### src/rtl/mbus_pkg.sv
package mbus_pkg;
  typedef enum logic [2:0] {
    PH_IDLE = 3'd0,
    PH_ADDR = 3'd1,
    PH_ASL  = 3'd2,
    PH_ASH  = 3'd3,
    PH_FLT  = 3'd4,
    PH_DSL  = 3'd5,
    PH_DSH  = 3'd6
  } phase_e;

  function automatic phase_e next_phase(phase_e p);
    case (p)
      PH_IDLE: next_phase = PH_ADDR;
      PH_ADDR: next_phase = PH_ASL;
      PH_ASL:  next_phase = PH_ASH;
      PH_ASH:  next_phase = PH_FLT;
      PH_FLT:  next_phase = PH_DSL;
      PH_DSL:  next_phase = PH_DSH;
      default: next_phase = PH_IDLE;
    endcase
  endfunction
endpackage

### src/rtl/mbus_timer.sv
module mbus_timer #(
  parameter int CW = 4
) (
  input  logic          clk,
  input  logic          rst_n,
  input  logic          load,
  input  logic [CW-1:0] load_val,
  output logic          expired
);
  logic [CW-1:0] cnt;

  always_ff @(posedge clk or negedge rst_n) begin
    if (!rst_n)           cnt <= '0;
    else if (load)        cnt <= load_val;
    else if (cnt != '0)   cnt <= cnt - 1'b1;
  end

  assign expired = (cnt == '0);
endmodule

### src/rtl/mbus_req_hold.sv
module mbus_req_hold #(
  parameter int AW = 16,
  parameter int DW = 8
) (
  input  logic          clk,
  input  logic          rst_n,
  input  logic          take,
  input  logic [AW-1:0] in_addr,
  input  logic [DW-1:0] in_wdata,
  input  logic          in_write,
  input  logic          in_dmem,
  input  logic          in_ext,
  output logic [AW-1:0] q_addr,
  output logic [DW-1:0] q_wdata,
  output logic          q_write,
  output logic          q_dmem,
  output logic          q_ext
);
  always_ff @(posedge clk or negedge rst_n) begin
    if (!rst_n) begin
      q_addr  <= '0;
      q_wdata <= '0;
      q_write <= 1'b0;
      q_dmem  <= 1'b0;
      q_ext   <= 1'b0;
    end else if (take) begin
      q_addr  <= in_addr;
      q_wdata <= in_wdata;
      q_write <= in_write;
      q_dmem  <= in_dmem;
      q_ext   <= in_ext;
    end
  end
endmodule

### src/rtl/mbus_seq.sv
module mbus_seq
  import mbus_pkg::*;
#(
  parameter int T_ADDR  = 1,
  parameter int T_ASL   = 1,
  parameter int T_ASH   = 1,
  parameter int T_FLT   = 1,
  parameter int T_DSR   = 3,
  parameter int T_DSW   = 2,
  parameter int T_DSH   = 1,
  parameter int EXT_CYC = 2
) (
  input  logic   clk,
  input  logic   rst_n,
  input  logic   start,
  input  logic   cyc_write,
  input  logic   cyc_ext,
  output phase_e phase,
  output logic   idle,
  output logic   capture,
  output logic   finish
);
  localparam int M1   = (T_ADDR > T_ASL) ? T_ADDR : T_ASL;
  localparam int M2   = (M1 > T_ASH) ? M1 : T_ASH;
  localparam int M3   = (M2 > T_FLT) ? M2 : T_FLT;
  localparam int M4   = (M3 > T_DSH) ? M3 : T_DSH;
  localparam int MDS  = ((T_DSR > T_DSW) ? T_DSR : T_DSW) + EXT_CYC;
  localparam int MAXD = (M4 > MDS) ? M4 : MDS;
  localparam int CW   = $clog2(MAXD + 1);

  phase_e        ph_q, ph_nx;
  logic          expired, load;
  logic [CW-1:0] load_val;

  function automatic logic [CW-1:0] dur_m1(phase_e p, logic wr, logic ex);
    int d;
    case (p)
      PH_ADDR: d = T_ADDR;
      PH_ASL:  d = T_ASL;
      PH_ASH:  d = T_ASH;
      PH_FLT:  d = T_FLT;
      PH_DSL:  d = (wr ? T_DSW : T_DSR) + (ex ? EXT_CYC : 0);
      PH_DSH:  d = T_DSH;
      default: d = 1;
    endcase
    dur_m1 = CW'(d - 1);
  endfunction

  assign idle     = (ph_q == PH_IDLE);
  assign ph_nx    = next_phase(ph_q);
  assign load     = idle ? start : expired;
  assign load_val = dur_m1(ph_nx, cyc_write, cyc_ext);

  mbus_timer #(.CW(CW)) u_timer (
    .clk      (clk),
    .rst_n    (rst_n),
    .load     (load),
    .load_val (load_val),
    .expired  (expired)
  );

  always_ff @(posedge clk or negedge rst_n) begin
    if (!rst_n)    ph_q <= PH_IDLE;
    else if (load) ph_q <= ph_nx;
  end

  assign phase   = ph_q;
  assign capture = (ph_q == PH_DSL) && expired && !cyc_write;
  assign finish  = (ph_q == PH_DSH) && expired;

  AST_START_ONLY_IDLE: assert property (@(posedge clk) disable iff (!rst_n)
    (ph_q == PH_IDLE && !start) |=> (ph_q == PH_IDLE));
endmodule

### src/rtl/mbus_pins.sv
module mbus_pins
  import mbus_pkg::*;
#(
  parameter int AW = 16,
  parameter int DW = 8
) (
  input  logic          clk,
  input  logic          rst_n,
  input  phase_e        phase,
  input  logic          capture,
  input  logic          finish,
  input  logic [AW-1:0] q_addr,
  input  logic [DW-1:0] q_wdata,
  input  logic          q_write,
  input  logic          q_dmem,
  input  logic [DW-1:0] ad_i,
  output logic [AW-DW-1:0] addr_hi,
  output logic [DW-1:0] ad_o,
  output logic          ad_oe,
  output logic          as_n,
  output logic          ds_n,
  output logic          rw_n,
  output logic          dm_n,
  output logic          rsp_done,
  output logic [DW-1:0] rsp_rdata
);
  logic active, addr_ph, data_ph, wr_drive;

  always_comb begin
    active   = (phase != PH_IDLE);
    addr_ph  = (phase == PH_ADDR) || (phase == PH_ASL) || (phase == PH_ASH);
    data_ph  = (phase == PH_FLT) || (phase == PH_DSL) || (phase == PH_DSH);
    wr_drive = data_ph && q_write;
    as_n     = (phase != PH_ASL);
    ds_n     = (phase != PH_DSL);
    rw_n     = active ? !q_write : 1'b1;
    dm_n     = active ? !q_dmem  : 1'b1;
    ad_oe    = addr_ph || wr_drive;
    if (addr_ph)       ad_o = q_addr[DW-1:0];
    else if (wr_drive) ad_o = q_wdata;
    else               ad_o = '0;
  end

  assign addr_hi = q_addr[AW-1:DW];

  always_ff @(posedge clk or negedge rst_n) begin
    if (!rst_n) begin
      rsp_done  <= 1'b0;
      rsp_rdata <= '0;
    end else begin
      rsp_done <= finish;
      if (capture) rsp_rdata <= ad_i;
    end
  end

  AST_DONE_ONE_CLK: assert property (@(posedge clk) disable iff (!rst_n)
    rsp_done |=> !rsp_done);
  AST_RD_RELEASED: assert property (@(posedge clk) disable iff (!rst_n)
    (!ds_n && rw_n) |-> !ad_oe);
  AST_WR_DRIVEN: assert property (@(posedge clk) disable iff (!rst_n)
    (!ds_n && !rw_n) |-> ad_oe);
endmodule

### src/rtl/mbus_ctrl.sv
module mbus_ctrl
  import mbus_pkg::*;
#(
  parameter int AW      = 16,
  parameter int DW      = 8,
  parameter int T_ADDR  = 1,
  parameter int T_ASL   = 1,
  parameter int T_ASH   = 1,
  parameter int T_FLT   = 1,
  parameter int T_DSR   = 3,
  parameter int T_DSW   = 2,
  parameter int T_DSH   = 1,
  parameter int EXT_CYC = 2
) (
  input  logic             clk,
  input  logic             rst_n,
  input  logic             req_valid,
  output logic             req_ready,
  input  logic [AW-1:0]    req_addr,
  input  logic [DW-1:0]    req_wdata,
  input  logic             req_write,
  input  logic             req_dmem,
  input  logic             req_ext,
  output logic             rsp_done,
  output logic [DW-1:0]    rsp_rdata,
  output logic [AW-DW-1:0] addr_hi,
  output logic [DW-1:0]    ad_o,
  output logic             ad_oe,
  input  logic [DW-1:0]    ad_i,
  output logic             as_n,
  output logic             ds_n,
  output logic             rw_n,
  output logic             dm_n
);
  phase_e        phase;
  logic          idle, take, capture, finish;
  logic [AW-1:0] q_addr;
  logic [DW-1:0] q_wdata;
  logic          q_write, q_dmem, q_ext;

  assign req_ready = idle;
  assign take      = req_valid && idle;

  mbus_req_hold #(.AW(AW), .DW(DW)) u_hold (
    .clk      (clk),
    .rst_n    (rst_n),
    .take     (take),
    .in_addr  (req_addr),
    .in_wdata (req_wdata),
    .in_write (req_write),
    .in_dmem  (req_dmem),
    .in_ext   (req_ext),
    .q_addr   (q_addr),
    .q_wdata  (q_wdata),
    .q_write  (q_write),
    .q_dmem   (q_dmem),
    .q_ext    (q_ext)
  );

  mbus_seq #(
    .T_ADDR(T_ADDR), .T_ASL(T_ASL), .T_ASH(T_ASH), .T_FLT(T_FLT),
    .T_DSR(T_DSR), .T_DSW(T_DSW), .T_DSH(T_DSH), .EXT_CYC(EXT_CYC)
  ) u_seq (
    .clk       (clk),
    .rst_n     (rst_n),
    .start     (take),
    .cyc_write (q_write),
    .cyc_ext   (q_ext),
    .phase     (phase),
    .idle      (idle),
    .capture   (capture),
    .finish    (finish)
  );

  mbus_pins #(.AW(AW), .DW(DW)) u_pins (
    .clk       (clk),
    .rst_n     (rst_n),
    .phase     (phase),
    .capture   (capture),
    .finish    (finish),
    .q_addr    (q_addr),
    .q_wdata   (q_wdata),
    .q_write   (q_write),
    .q_dmem    (q_dmem),
    .ad_i      (ad_i),
    .addr_hi   (addr_hi),
    .ad_o      (ad_o),
    .ad_oe     (ad_oe),
    .as_n      (as_n),
    .ds_n      (ds_n),
    .rw_n      (rw_n),
    .dm_n      (dm_n),
    .rsp_done  (rsp_done),
    .rsp_rdata (rsp_rdata)
  );

  AST_READY_QUIET: assert property (@(posedge clk) disable iff (!rst_n)
    req_ready |-> (as_n && ds_n && rw_n && dm_n));
  AST_STROBES_APART: assert property (@(posedge clk) disable iff (!rst_n)
    !(!as_n && !ds_n));
  AST_CTRL_STEADY: assert property (@(posedge clk) disable iff (!rst_n)
    (!ds_n && $past(!ds_n)) |-> ($stable(rw_n) && $stable(dm_n)));
  AST_DS_AFTER_AS: assert property (@(posedge clk) disable iff (!rst_n)
    $fell(ds_n) |-> ($past(as_n) && !$past(req_ready)));
  AST_DONE_IDLE: assert property (@(posedge clk) disable iff (!rst_n)
    rsp_done |-> req_ready);
endmodule

### config.mk
export PLATFORM = sky130hd
export DESIGN_NAME = mbus_ctrl
export DESIGN_NICKNAME = d
export VERILOG_FILES = /design/src/rtl/mbus_pkg.sv /design/src/rtl/mbus_timer.sv /design/src/rtl/mbus_req_hold.sv /design/src/rtl/mbus_seq.sv /design/src/rtl/mbus_pins.sv /design/src/rtl/mbus_ctrl.sv
export SDC_FILE = /design/constraint.sdc
export NUM_CORES = 1
export LEC_CHECK = 0
export ABC_AREA = 1
export BUFFER_PORTS_ARGS = -buffer_cell sky130_fd_sc_hd__buf_2
export CAP_MARGIN = 20
export CELL_PAD_IN_SITES_DETAIL_PLACEMENT = 1
export CELL_PAD_IN_SITES_GLOBAL_PLACEMENT = 2
export CORE_ASPECT_RATIO = 2
export CORE_UTILIZATION = 28
export DETAILED_ROUTE_END_ITERATION = 10
export GPL_ROUTABILITY_DRIVEN = 0
export PLACE_DENSITY = 0.9
export SETUP_SLACK_MARGIN = 0.5
export SLEW_MARGIN = 30
export SYNTH_ARGS = -nofsm -noshare
export SYNTH_HDL_FRONTEND = slang
export SYNTH_SLANG_ARGS = --single-unit
### constraint.sdc
create_clock -name clk -period 1.5 [get_ports clk]
set_input_delay 0.45 -clock clk [delete_from_list [all_inputs] [get_ports clk]]
set_output_delay 0.45 -clock clk [all_outputs]
set_load 0.05 [all_outputs]
Word-level counts from Yosys, hierarchy flattened:

Cells that the tools add are included.

* input bits: 38
* output and inout bits: 31
* register bits after elaboration: 42

* reduce and logical (&&, ||, !) cells: 17
* mux-type cells: 11
* add/subtract/negate cells: 3
* equal/unequal tests: 9

Operators with widths (count)
* 3-bit one-hot mux with 6 select lines: 1
* 8-bit two-way mux: 2
* 3-bit == test (second input constant): 4
* 3-bit two-way mux: 3
* 3-bit by 2-bit == test with 1-bit output (second input constant): 2
* 3-bit logical NOT: 2
* 3-bit nonzero test: 2
* 1-bit logical AND: 5
* 1-bit logical OR: 5
* 1-bit two-way mux: 4
* 2-bit by 2-bit adder with 3-bit output: 1
* 3-bit by 1-bit == test with 1-bit output (second input constant): 1
* 3-bit by 2-bit != test with 1-bit output (second input constant): 1
* 3-bit != test (second input constant): 1
* 3-bit by 1-bit subtractor with 3-bit output (second input constant): 1
* 3-bit by 2-bit subtractor with 3-bit output (second input constant): 1
* 1-bit logical NOT: 2
* 2-bit two-way mux: 1
* 2-bit nonzero test: 1

Longest topological paths before layout:

Gate-level depths: netlist (run 1).

* word-level depth: 6
* gate-level depth with buffers: 9
* depth with buffers taken out: 9

Hierarchy:

A second synthesis (run 1) with hierarchy kept.

* cells, all modules: 271
* area, all modules: 2152.1 um^2

Modules (own cells, without submodules)
* mbus_req_hold: cells an instance 114, instances 1, area each 1059.8 um^2, sequential area each 675.6 um^2
* mbus_pins: cells an instance 81, instances 1, area each 601.8 um^2, sequential area each 225.2 um^2
* mbus_seq: cells an instance 42, instances 1, area each 275.3 um^2, sequential area each 75.1 um^2
* mbus_timer: cells an instance 32, instances 1, area each 207.7 um^2, sequential area each 75.1 um^2
* mbus_ctrl: cells an instance 2, instances 1, area each 7.5 um^2, sequential area each 0.0 um^2

Worst setup path before layout (run 1):

Ideal clock, no wire load.

* path type: reg2out
* start point: register u_seq.ph_q[2], in the netlist u_seq.phase[2]
* end point: output port ad_o[0]
* cell stages (with the launch flop): 6
* buffers on the path: 1
* required time: 1.050 ns
* path slack: -0.764 ns
* arrival: 1.814 ns
* cells stage by stage: dfrtp_1 > buf_2 > nand2_1 > inv_1 > nand2_1 > o21ai_0

* longest elaborated chain between the ends: 6

Ends and longest elaborated chain
* start: declaration: line mbus_seq.sv:31 `phase_e ph_q, ph_nx;`
* start signal: assignment: line mbus_seq.sv:64 `else if (load) ph_q <= ph_nx;`
* 3-bit == test: line mbus_pins.sv:32 `data_ph = (phase == PH_FLT) || (phase == PH_DSL) || (phase == PH_DSH);`
* 1-bit logical OR (2 in a row): line mbus_pins.sv:32
* 1-bit logical AND: line mbus_pins.sv:33 `wr_drive = data_ph && q_write;`
* 8-bit two-way mux: line mbus_pins.sv:40 `else if (wr_drive) ad_o = q_wdata;`
* 8-bit two-way mux *: line mbus_pins.sv:39 `if (addr_ph) ad_o = q_addr[DW-1:0];`
* end: declaration: line mbus_ctrl.sv:27 `output logic [DW-1:0] ad_o,`

Every way passes the cells marked *; elsewhere a longest branch is shown, timed or not.

Final worst setup path (run 1):

* start point: register u_seq.ph_q[1], in the netlist u_seq.phase[1]
* end point: output port ad_o[1]

Same word-level chain as after synthesis.

==> results of run 1 <==
per-stage QoR:
step	area [µm²]	hold WS, ns
2_1_floorplan	2220	0.154
3_3_place_gp	2740	0.443
3_5_place_dp	2740	0.444
4_1_cts	3410	0.138
5_1_grt	3530	0.153
6_report	3530	0.127
state kept, by name, summed over array words and instances (netlist names):
register,cells
u_pins.rsp_rdata,8
u_hold.q_wdata,8
u_seq.u_timer.cnt,3
u_hold.q_write,1
u_pins.rsp_done,1
u_hold.q_ext,1
u_hold.q_addr,16
u_seq.phase,3
u_hold.q_dmem,1
cells in the mapped netlist:
cell / number
a21oi_1: 1
buf_2: 3
buf_4: 11
buf_6: 1
dfrtp_1: 42
ha_1: 3
inv_1: 29
inv_2: 1
nand2_1: 97
nand2_2: 3
nand3_1: 5
nand3_2: 1
nand3_4: 1
nand3b_1: 1
nand4_1: 3
nor2_1: 4
nor2_4: 1
nor3_1: 1
nor3_4: 1
o211ai_1: 1
o21ai_0: 25
o21ai_1: 4
o21ai_2: 2
o21bai_1: 1
final timing paths:
check | start | end | slack [ns] | cells past startpoint
setup / recovery | u_seq.phase[1]$_DFFE_PN0N_ | ad_o[1] | -0.36 | 6
hold / removal | rst_n | u_pins.rsp_rdata[0]$_DFFE_PN0P_ | 0.13 | 2
setup reg to reg | u_seq.phase[1]$_DFFE_PN0N_ | u_pins.rsp_rdata[4]$_DFFE_PN0P_ | -0.25 | 10
hold reg to reg | u_hold.q_addr[13]$_DFFE_PN0P_ | u_hold.q_addr[13]$_DFFE_PN0P_ | 0.50 | 2
max in group asynchronous | rst_n | u_seq.phase[2]$_DFFE_PN0N_ | 1.14 | 2
min in group clk | req_addr[15] | u_hold.q_addr[15]$_DFFE_PN0P_ | 0.35 | 3
routing by layer:
metal | track usage, % | wire length (µm) | up-vias
met5 | 0 | 0 | -
met4 | 11.8 | 274 | 0
met3 | 2.97 | 185 | 17
met2 | 34.2 | 3820 | 47
met1 | 19.9 | 2240 | 929
li1 | - | - | 944
report_power, final:
group          total [mW]  leakage (nW)  switching (mW)  internal, mW
Sequential           2.13         0.494           0.437          1.69
Combinational        6.02          1.17            3.54          2.47
Clock                1.11        0.0729           0.447         0.659
cell families (layout without fill, tap and decap cells):
family	count (synthesis)	after routing	share of synthesized area, %
buffers and inverters	45	144	11.1
AND/OR/NAND/NOR	118	120	25.4
AO/OA/AOI/OAI	34	34	9.13
flip-flops	42	42	52.5
adder cells (fa/ha/maj)	3	3	1.88
worst max-delay path: stages (launching register included):
cell     delay (ns)
dfrtp_2        0.45
nor2_4         0.16
nor2_2         0.06
buf_6          0.15
nand2_2        0.09
o21ai_4        0.06
buf_6          0.15
final cells by class:
type | count | area, µm² | share of cell area (%)
multi-input cells | 157 | 1090 | 30.9
flip-flops and latches | 42 | 1070 | 30.2
repair buffers | 106 | 983 | 27.8
clock buffers | 6 | 139 | 3.93
inverters | 30 | 126 | 3.58
well taps | 90 | 113 | 3.19
clock inverters | 2 | 12.5 | 0.354
timing repair:
action                                  in CTS  in global routing
cloned                                       3                  0
pin swaps                                    5                  6
setup buffers                               12                  5
endpoints found under the setup margin      73                 73
endpoints found under the hold margin        0                  0
resized for setup                          117                 24
==> report_table.html, run 1 <==
<table>
<tr><th>Metric</th><th>Value</th></tr>
<tr><th colspan="2">Layout</th></tr>
<tr><td>Count of filler cells inserted in the layout</td><td>803</td></tr>
<tr><td>Post-layout nets</td><td>383</td></tr>
<tr><td>Non-filler instance count after layout</td><td>433</td></tr>
<tr><td>Antenna diodes</td><td>0</td></tr>
<tr><td>Layout cell share with drive strength beyond 1</td><td>53.9%</td></tr>
<tr><td>Area Overhead vs Synth</td><td>76.6%</td></tr>
<tr><td>Commonest non-fill, non-tap cell in the layout</td><td>nand2_1</td></tr>
<tr><td>Utilization of the core after routing</td><td>50.9%</td></tr>
<tr><td>Most used cells in the layout excluding fill and tap cells</td><td>nand2_1, buf_2, dfrtp_1</td></tr>
<tr><th colspan="2">Critical path</th></tr>
<tr><td>Worst setup SP type</td><td>flop</td></tr>
<tr><td>Crit-path max FO</td><td>8</td></tr>
<tr><td>Data required time of the critical path</td><td>1.05 ns</td></tr>
<tr><td>Crit path arrival time</td><td>1.41 ns</td></tr>
<tr><td>Endpoint type of the worst setup path</td><td>primary output</td></tr>
<tr><td>WS Path Type</td><td>reg2out</td></tr>
<tr><th colspan="2">Clock tree</th></tr>
<tr><td>Clock transition at the register clock pins on the worst setup and hold paths after CTS</td><td>0.06 ns</td></tr>
<tr><td>Max clock buf depth</td><td>2</td></tr>
<tr><td>CTS H-tree depth</td><td>2</td></tr>
<tr><td>Root Buffer Master</td><td>clkbuf_16</td></tr>
<tr><td>Hold Buf Count CTS</td><td>0</td></tr>
<tr><td># clock sinks</td><td>42</td></tr>
<tr><td>TritonCTS buffer count</td><td>5</td></tr>
<tr><td>TritonCTS clock tree</td><td>done</td></tr>
<tr><td>Clock latency on the worst-skew pair</td><td>0.28 ns</td></tr>
<tr><th colspan="2">Die</th></tr>
<tr><td>Core Area</td><td>0.00694 mm²</td></tr>
<tr><td>Std-Cell Rows</td><td>43</td></tr>
<tr><td>Starting density of the core</td><td>28.8%</td></tr>
<tr><td>Area enclosed by the die boundary</td><td>0.00751 mm²</td></tr>
<tr><td>DIE HEIGHT</td><td>122 µm</td></tr>
<tr><td>I/O pin count</td><td>69</td></tr>
<tr><td>Horizontal die dimension</td><td>61.8 µm</td></tr>
<tr><th colspan="2">Route</th></tr>
<tr><td>Violation count after the first detailed-routing iteration</td><td>44</td></tr>
<tr><td>Number of antenna-violating nets in the routed design</td><td>0</td></tr>
<tr><td>Routed via count divided by cell count</td><td>4.47</td></tr>
<tr><td>Per-cell routed wire length</td><td>15.1 µm</td></tr>
<tr><td>Number of iterations in the first detailed-routing pass</td><td>4</td></tr>
<tr><td>Total wire length after detailed routing</td><td>6.52 mm</td></tr>
<tr><td>Count of vias placed by the detailed router</td><td>1937</td></tr>
<tr><td>Post-detailed-route DRC marker count</td><td>0</td></tr>
<tr><th colspan="2">Synthesis</th></tr>
<tr><td>Portion of the post-synthesis area used by sequential elements</td><td>52.5%</td></tr>
<tr><td>Area contributors post-synth</td><td>dfrtp_1, nand2_1, o21ai_0</td></tr>
<tr><td>Biggest area consumer among synthesized cells</td><td>dfrtp_1</td></tr>
<tr><td>Average instance area after synthesis</td><td>8.27 µm²</td></tr>
<tr><td>Count of different cell masters after synthesis</td><td>24</td></tr>
<tr><td>Portion of synthesized cell area occupied by the leading cell type</td><td>52.5%</td></tr>
<tr><td>Post-synthesis sequential element count</td><td>42</td></tr>
<tr><td>Instance count of the mapped netlist</td><td>242</td></tr>
<tr><td>Synthesized area</td><td>0.00200 mm²</td></tr>
<tr><td>Synthesis Warnings</td><td>0</td></tr>
<tr><td>Number of nets produced by synthesis</td><td>283</td></tr>
<tr><th colspan="2">Power and ir drop</th></tr>
<tr><td>PD cells</td><td>2620 mW/mm²</td></tr>
<tr><td>Worst IR drop on VDD</td><td>1.25 mV</td></tr>
<tr><td>Total power of the final layout</td><td>9.25 mW</td></tr>
<tr><td>Leakage component of the power</td><td>1.74 nW</td></tr>
<tr><th colspan="2">Timing</th></tr>
<tr><td>TNS Setup</td><td>-6.51 ns</td></tr>
<tr><td>Top achievable clock speed</td><td>0.539 GHz</td></tr>
<tr><td>Max-slew violation total from the final report</td><td>0</td></tr>
<tr><td>Relative slew margins</td><td>76.9%</td></tr>
<tr><td>Minimum clock period after layout</td><td>1.86 ns</td></tr>
<tr><td>Transition time at the pin with the least slew margin</td><td>0.343 ns</td></tr>
<tr><td>Crit share post-route</td><td>124%</td></tr>
<tr><td>Min setup slack post-route</td><td>-0.356 ns</td></tr>
<tr><td>Setup skew after layout</td><td>0.00257 ns</td></tr>
<tr><td>Number of failing hold endpoints at the final stage</td><td>0</td></tr>
<tr><td>Count of final setup violators</td><td>30</td></tr>
<tr><td>RSZ-0062 raised after global routing</td><td>true</td></tr>
<tr><th colspan="2">Status</th></tr>
<tr><td>Result of the run</td><td>finished with violations</td></tr>
<tr><td>Violations in the final reports</td><td>negative setup slack</td></tr>
<tr><th colspan="2">GRT</th></tr>
<tr><td>Overflow after GRT</td><td>0</td></tr>
<tr><td>Via count of the first global-routing pass</td><td>2190</td></tr>
<tr><td>Total Routing Usage GR</td><td>19.3%</td></tr>
<tr><td>Pin count of the biggest net entering global routing</td><td>43</td></tr>
<tr><td>Wire length of the first global-routing pass</td><td>10.4 mm</td></tr>
<tr><td>Number of antenna violations at the first check in global routing</td><td>0</td></tr>
<tr><th colspan="2">Flow run</th></tr>
<tr><td>Number of maximum-capacitance constraint violations</td><td>0</td></tr>
<tr><th colspan="2">Place</th></tr>
<tr><td>Post-DP HPWL</td><td>4.34 mm</td></tr>
<tr><td>Count of input and output buffers</td><td>68</td></tr>
<tr><td>Cell total after placement</td><td>405</td></tr>
<tr><td>Pre-CTS setup slack</td><td>-0.141 ns</td></tr>
<tr><th colspan="2">Hold path</th></tr>
<tr><td>Path category of the worst min-delay check</td><td>in2async</td></tr>
</table>
Power figures use the tool's default switching activity.
==> inputs of run 2 (changes only) <==
--- a/config.mk
+++ b/config.mk
@@ -19,4 +19,5 @@
 export SLEW_MARGIN = 30
 export SYNTH_ARGS = -nofsm -noshare
 export SYNTH_HDL_FRONTEND = slang
+export SYNTH_HIERARCHICAL = 1
 export SYNTH_SLANG_ARGS = --single-unit
==> report_table.html, run 2 <==
<table>
<tr><th>Metric</th><th>Value</th></tr>
<tr><th colspan="2">Critical path</th></tr>
<tr><td>Crit-path max FO</td><td>6 (-2)</td></tr>
<tr><td>WS Path Type</td><td>reg2out</td></tr>
<tr><td>Startpoint of the worst setup timing path</td><td>u_seq/phase[1]$_DFFE_PN0P_</td></tr>
<tr><td>Terminus of the critical flop-to-flop path</td><td>u_seq/u_timer/cnt[1]$_DFFE_PN0P_</td></tr>
<tr><td>Data required time of the critical path</td><td>1.05 ns (about the same)</td></tr>
<tr><td>Endpoint type of the worst setup path</td><td>primary output</td></tr>
<tr><td>Number of cells on the worst reg-to-reg path</td><td>13 (+3)</td></tr>
<tr><td>Origin of the critical flop-to-flop path</td><td>u_seq/phase[1]$_DFFE_PN0P_</td></tr>
<tr><td>FF-to-FF setup slack</td><td>-0.18 ns (+0.07 ns)</td></tr>
<tr><td>Crit path arrival time</td><td>1.37 ns (-0.04 ns)</td></tr>
<tr><td>Worst setup SP type</td><td>flop</td></tr>
<tr><td>Critical path capture point</td><td>ad_o[1]</td></tr>
<tr><th colspan="2">Clock tree</th></tr>
<tr><td>Max clock buf depth</td><td>2 (unchanged)</td></tr>
<tr><td>TritonCTS clock tree</td><td>done</td></tr>
<tr><td>Clock latency on the worst-skew pair</td><td>0.29 ns (about the same)</td></tr>
<tr><td># clock sinks</td><td>42 (unchanged)</td></tr>
<tr><td>Hold Buf Count CTS</td><td>0 (unchanged)</td></tr>
<tr><td>CTS H-tree depth</td><td>2 (unchanged)</td></tr>
<tr><td>Clock transition at the register clock pins on the worst setup and hold paths after CTS</td><td>0.06 ns (about the same)</td></tr>
<tr><td>TritonCTS buffer count</td><td>5 (unchanged)</td></tr>
<tr><td>Root Buffer Master</td><td>clkbuf_16</td></tr>
<tr><th colspan="2">Synthesis</th></tr>
<tr><td>Post-synthesis sequential element count</td><td>42 (unchanged)</td></tr>
<tr><td>Biggest area consumer among synthesized cells</td><td>dfrtp_1</td></tr>
<tr><td>Portion of the post-synthesis area used by sequential elements</td><td>48.8% (-3.7 points)</td></tr>
<tr><td>Commonest cells in the netlist</td><td>nand2_1, dfrtp_1, nand3_1</td></tr>
<tr><td>Average instance area after synthesis</td><td>7.94 µm² (-4.0%)</td></tr>
<tr><td>Count of flip-flops with a built-in enable after synthesis</td><td>0 (unchanged)</td></tr>
<tr><td>Portion of synthesized cell area occupied by the leading cell type</td><td>48.8% (-3.7 points)</td></tr>
<tr><td>Synth async-reset ratio</td><td>100% (unchanged)</td></tr>
<tr><td>Count of different cell masters after synthesis</td><td>22 (-8.3%)</td></tr>
<tr><td>Top_reg_cell synth</td><td>dfrtp_1</td></tr>
<tr><td>Instance count of the mapped netlist</td><td>271 (+12%)</td></tr>
<tr><td>Synthesis Warnings</td><td>6 (+6)</td></tr>
<tr><td>Area contributors post-synth</td><td>dfrtp_1, nand2_1, nand3_1</td></tr>
<tr><td>Synthesized area</td><td>0.00215 mm² (+7.5%)</td></tr>
<tr><td>Most frequent cell after synthesis</td><td>nand2_1</td></tr>
<tr><td>Number of nets produced by synthesis</td><td>312 (+10%)</td></tr>
<tr><th colspan="2">Flow run</th></tr>
<tr><td>Number of maximum-capacitance constraint violations</td><td>0 (unchanged)</td></tr>
<tr><th colspan="2">Timing</th></tr>
<tr><td>Relative slew margins</td><td>83.2% (+6.3 points)</td></tr>
<tr><td>Number of failing hold endpoints at the final stage</td><td>0 (unchanged)</td></tr>
<tr><td>Crit share post-route</td><td>121% (-2.7 points)</td></tr>
<tr><td>Top achievable clock speed</td><td>0.551 GHz (+2.2%)</td></tr>
<tr><td>RSZ-0062 raised after global routing</td><td>true</td></tr>
<tr><td>Minimum clock period after layout</td><td>1.82 ns (-0.0398 ns)</td></tr>
<tr><td>Min setup slack post-route</td><td>-0.316 ns (+0.0398 ns)</td></tr>
<tr><td>TNS Setup</td><td>-8.53 ns (-2.02 ns)</td></tr>
<tr><td>Max-slew violation total from the final report</td><td>0 (unchanged)</td></tr>
<tr><td>Setup skew after layout</td><td>0.00495 ns (+0.00239 ns)</td></tr>
<tr><td>Count of final setup violators</td><td>54 (+80%)</td></tr>
<tr><td>Transition time at the pin with the least slew margin</td><td>0.252 ns (-0.0910 ns)</td></tr>
<tr><th colspan="2">GRT</th></tr>
<tr><td>Wire length of the first global-routing pass</td><td>11.8 mm (+14%)</td></tr>
<tr><td>Overflow after GRT</td><td>0 (unchanged)</td></tr>
<tr><td>Total Routing Usage GR</td><td>19.4% (+0.080 points)</td></tr>
<tr><td>Number of antenna violations at the first check in global routing</td><td>0 (unchanged)</td></tr>
<tr><td>Pin count of the biggest net entering global routing</td><td>43 (unchanged)</td></tr>
<tr><td>Via count of the first global-routing pass</td><td>2432 (+11%)</td></tr>
<tr><th colspan="2">Place</th></tr>
<tr><td>Post-DP HPWL</td><td>4.37 mm (+0.71%)</td></tr>
<tr><td>Count of input and output buffers</td><td>68 (unchanged)</td></tr>
<tr><td>Pre-CTS setup slack</td><td>-0.150 ns (-0.00910 ns)</td></tr>
<tr><td>Cell total after placement</td><td>442 (+9.1%)</td></tr>
<tr><th colspan="2">Layout</th></tr>
<tr><td>Post-layout nets</td><td>432 (+13%)</td></tr>
<tr><td>Area Overhead vs Synth</td><td>96.0%</td></tr>
<tr><td>Register bank with the most flops</td><td>u_hold/q_addr</td></tr>
<tr><td>Largest registers ranked by flip-flop count</td><td>u_hold/q_addr: 16 flops, u_hold/q_wdata: 8 flops, u_pins/rsp_rdata: 8 flops</td></tr>
<tr><td>Non-filler instance count after layout</td><td>484 (+12%)</td></tr>
<tr><td>Utilization of the core after routing</td><td>57.6% (+6.7 points)</td></tr>
<tr><td>Most used cells in the layout excluding fill and tap cells</td><td>nand2_1, nand2_2, buf_2</td></tr>
<tr><td>Commonest non-fill, non-tap cell in the layout</td><td>nand2_1</td></tr>
<tr><td>Flip-flop count of the largest register after layout</td><td>16 (unchanged)</td></tr>
<tr><td>Layout cell share with drive strength beyond 1</td><td>71.4% (+17 points)</td></tr>
<tr><td>Antenna diodes</td><td>0 (unchanged)</td></tr>
<tr><th colspan="2">Route</th></tr>
<tr><td>Total wire length after detailed routing</td><td>8.52 mm (+31%)</td></tr>
<tr><td>Count of vias placed by the detailed router</td><td>2262 (+17%)</td></tr>
<tr><td>Violation count after the first detailed-routing iteration</td><td>105 (+140%)</td></tr>
<tr><td>Post-detailed-route DRC marker count</td><td>0 (unchanged)</td></tr>
<tr><td>Per-cell routed wire length</td><td>17.6 µm (+17%)</td></tr>
<tr><td>Number of antenna-violating nets in the routed design</td><td>0 (unchanged)</td></tr>
<tr><td>Number of iterations in the first detailed-routing pass</td><td>4 (unchanged)</td></tr>
<tr><td>Routed via count divided by cell count</td><td>4.67 (+4.5%)</td></tr>
<tr><th colspan="2">Die</th></tr>
<tr><td>Core Area</td><td>0.00732 mm² (+5.5%)</td></tr>
<tr><td>Std-Cell Rows</td><td>44 (+2.3%)</td></tr>
<tr><td>I/O pin count</td><td>69 (unchanged)</td></tr>
<tr><td>Starting density of the core</td><td>29.4% (+0.55 points)</td></tr>
<tr><td>Horizontal die dimension</td><td>64.0 µm (+3.6%)</td></tr>
<tr><td>DIE HEIGHT</td><td>126 µm (+3.6%)</td></tr>
<tr><td>Area enclosed by the die boundary</td><td>0.00806 mm² (+7.3%)</td></tr>
<tr><th colspan="2">Power and ir drop</th></tr>
<tr><td>PD cells</td><td>2670 mW/mm² (+2.2%)</td></tr>
<tr><td>Leakage component of the power</td><td>2.10 nW (+21%)</td></tr>
<tr><td>Worst IR drop on VDD</td><td>1.25 mV (about the same)</td></tr>
<tr><th colspan="2">Status</th></tr>
<tr><td>Result of the run</td><td>finished with violations</td></tr>
<tr><td>Violations in the final reports</td><td>negative setup slack</td></tr>
<tr><th colspan="2">Hold path</th></tr>
<tr><td>Path category of the worst min-delay check</td><td>in2async</td></tr>
</table>
-- run 2: cell types whose count changed after synthesis, sizes merged --
cell    delta
nand3b     +1
a21oi      +1
o211ai     -1
nor4       +2
nand3     +18
nor3       -2
a31oi      +1
nand2     +31
nand4      -3
o21ai     -18
o21bai     -1
-- run 2: repair_timing --
action	in CTS	in global routing
pin swaps	42	15
gates resized for setup	173	80
gates cloned	6	0
setup buffers	15	13
endpoints found under the setup margin	73	73
-- run 2: kinds of logic after synthesis --
group | share of synthesized area [%]
simple gates | 33.4
buf+inv | 11.9
flops | 48.8
compound gates | 4.13
fa+ha+maj | 1.74
-- run 2: worst min-delay path by stage --
stage,start,end
finish,rst_n,u_hold/q_addr[10]$_DFFE_PN0P_
detailed placement,rst_n,u_hold/q_addr[9]$_DFFE_PN0P_
global route,rst_n,u_hold/q_addr[14]$_DFFE_PN0P_
global placement,rst_n,u_hold/q_addr[8]$_DFFE_PN0P_
CTS,rst_n,u_hold/q_addr[8]$_DFFE_PN0P_
floorplan,rst_n,u_hold/q_addr[0]$_DFFE_PN0P_
-- run 2: routing by layer --
metal / vias to the layer above / global-route usage [%] / wire [µm] / share of wire, %
met5: - / 0 / 0 / 0
met4: 0 / 8.42 / 254 / 3.0
met3: 16 / 2.72 / 252 / 3.0
met2: 54 / 38.6 / 5020 / 59
met1: 1121 / 18.6 / 2990 / 35
li1: 1071 / - / - / -
-- run 2: area by class of cell --
class	instances	area, µm²
multi-input combinational	185	1440
inverter	30	160
timing repair inverter	3	48.8
timing repair buffer	124	1230
clock inverter	1	30.0
clock buffer	7	133
sequential	42	1070
fill	792	3100
tap	92	115
-- run 2: per-stage QoR --
stage | area (µm²) | total power, mW | hold slack (ns)
after floorplan | 2300 | 5.59 | 0.154
after global placement | 2860 | 6.66 | 0.439
after detailed placement | 2860 | 6.78 | 0.448
after CTS | 3810 | 10.0 | 0.142
after global routing | 4220 | 11.8 | 0.142
final | 4220 | 11.3 | 0.126
-- run 2: worst max-delay path, stage by stage (launching register included) --
cell,delay [ns]
dfrtp_2,0.45
inv_2,0.15
nand2_4,0.11
nand3_1,0.15
nand2_4,0.07
buf_8,0.15
-- run 2: where the power goes --
| group | switching (mW) | total [mW] | internal, mW |
|---|---|---|---|
| combinational | 4.47 | 7.75 | 3.28 |
| clock | 0.457 | 1.24 | 0.788 |
| sequential | 0.576 | 2.29 | 1.71 |
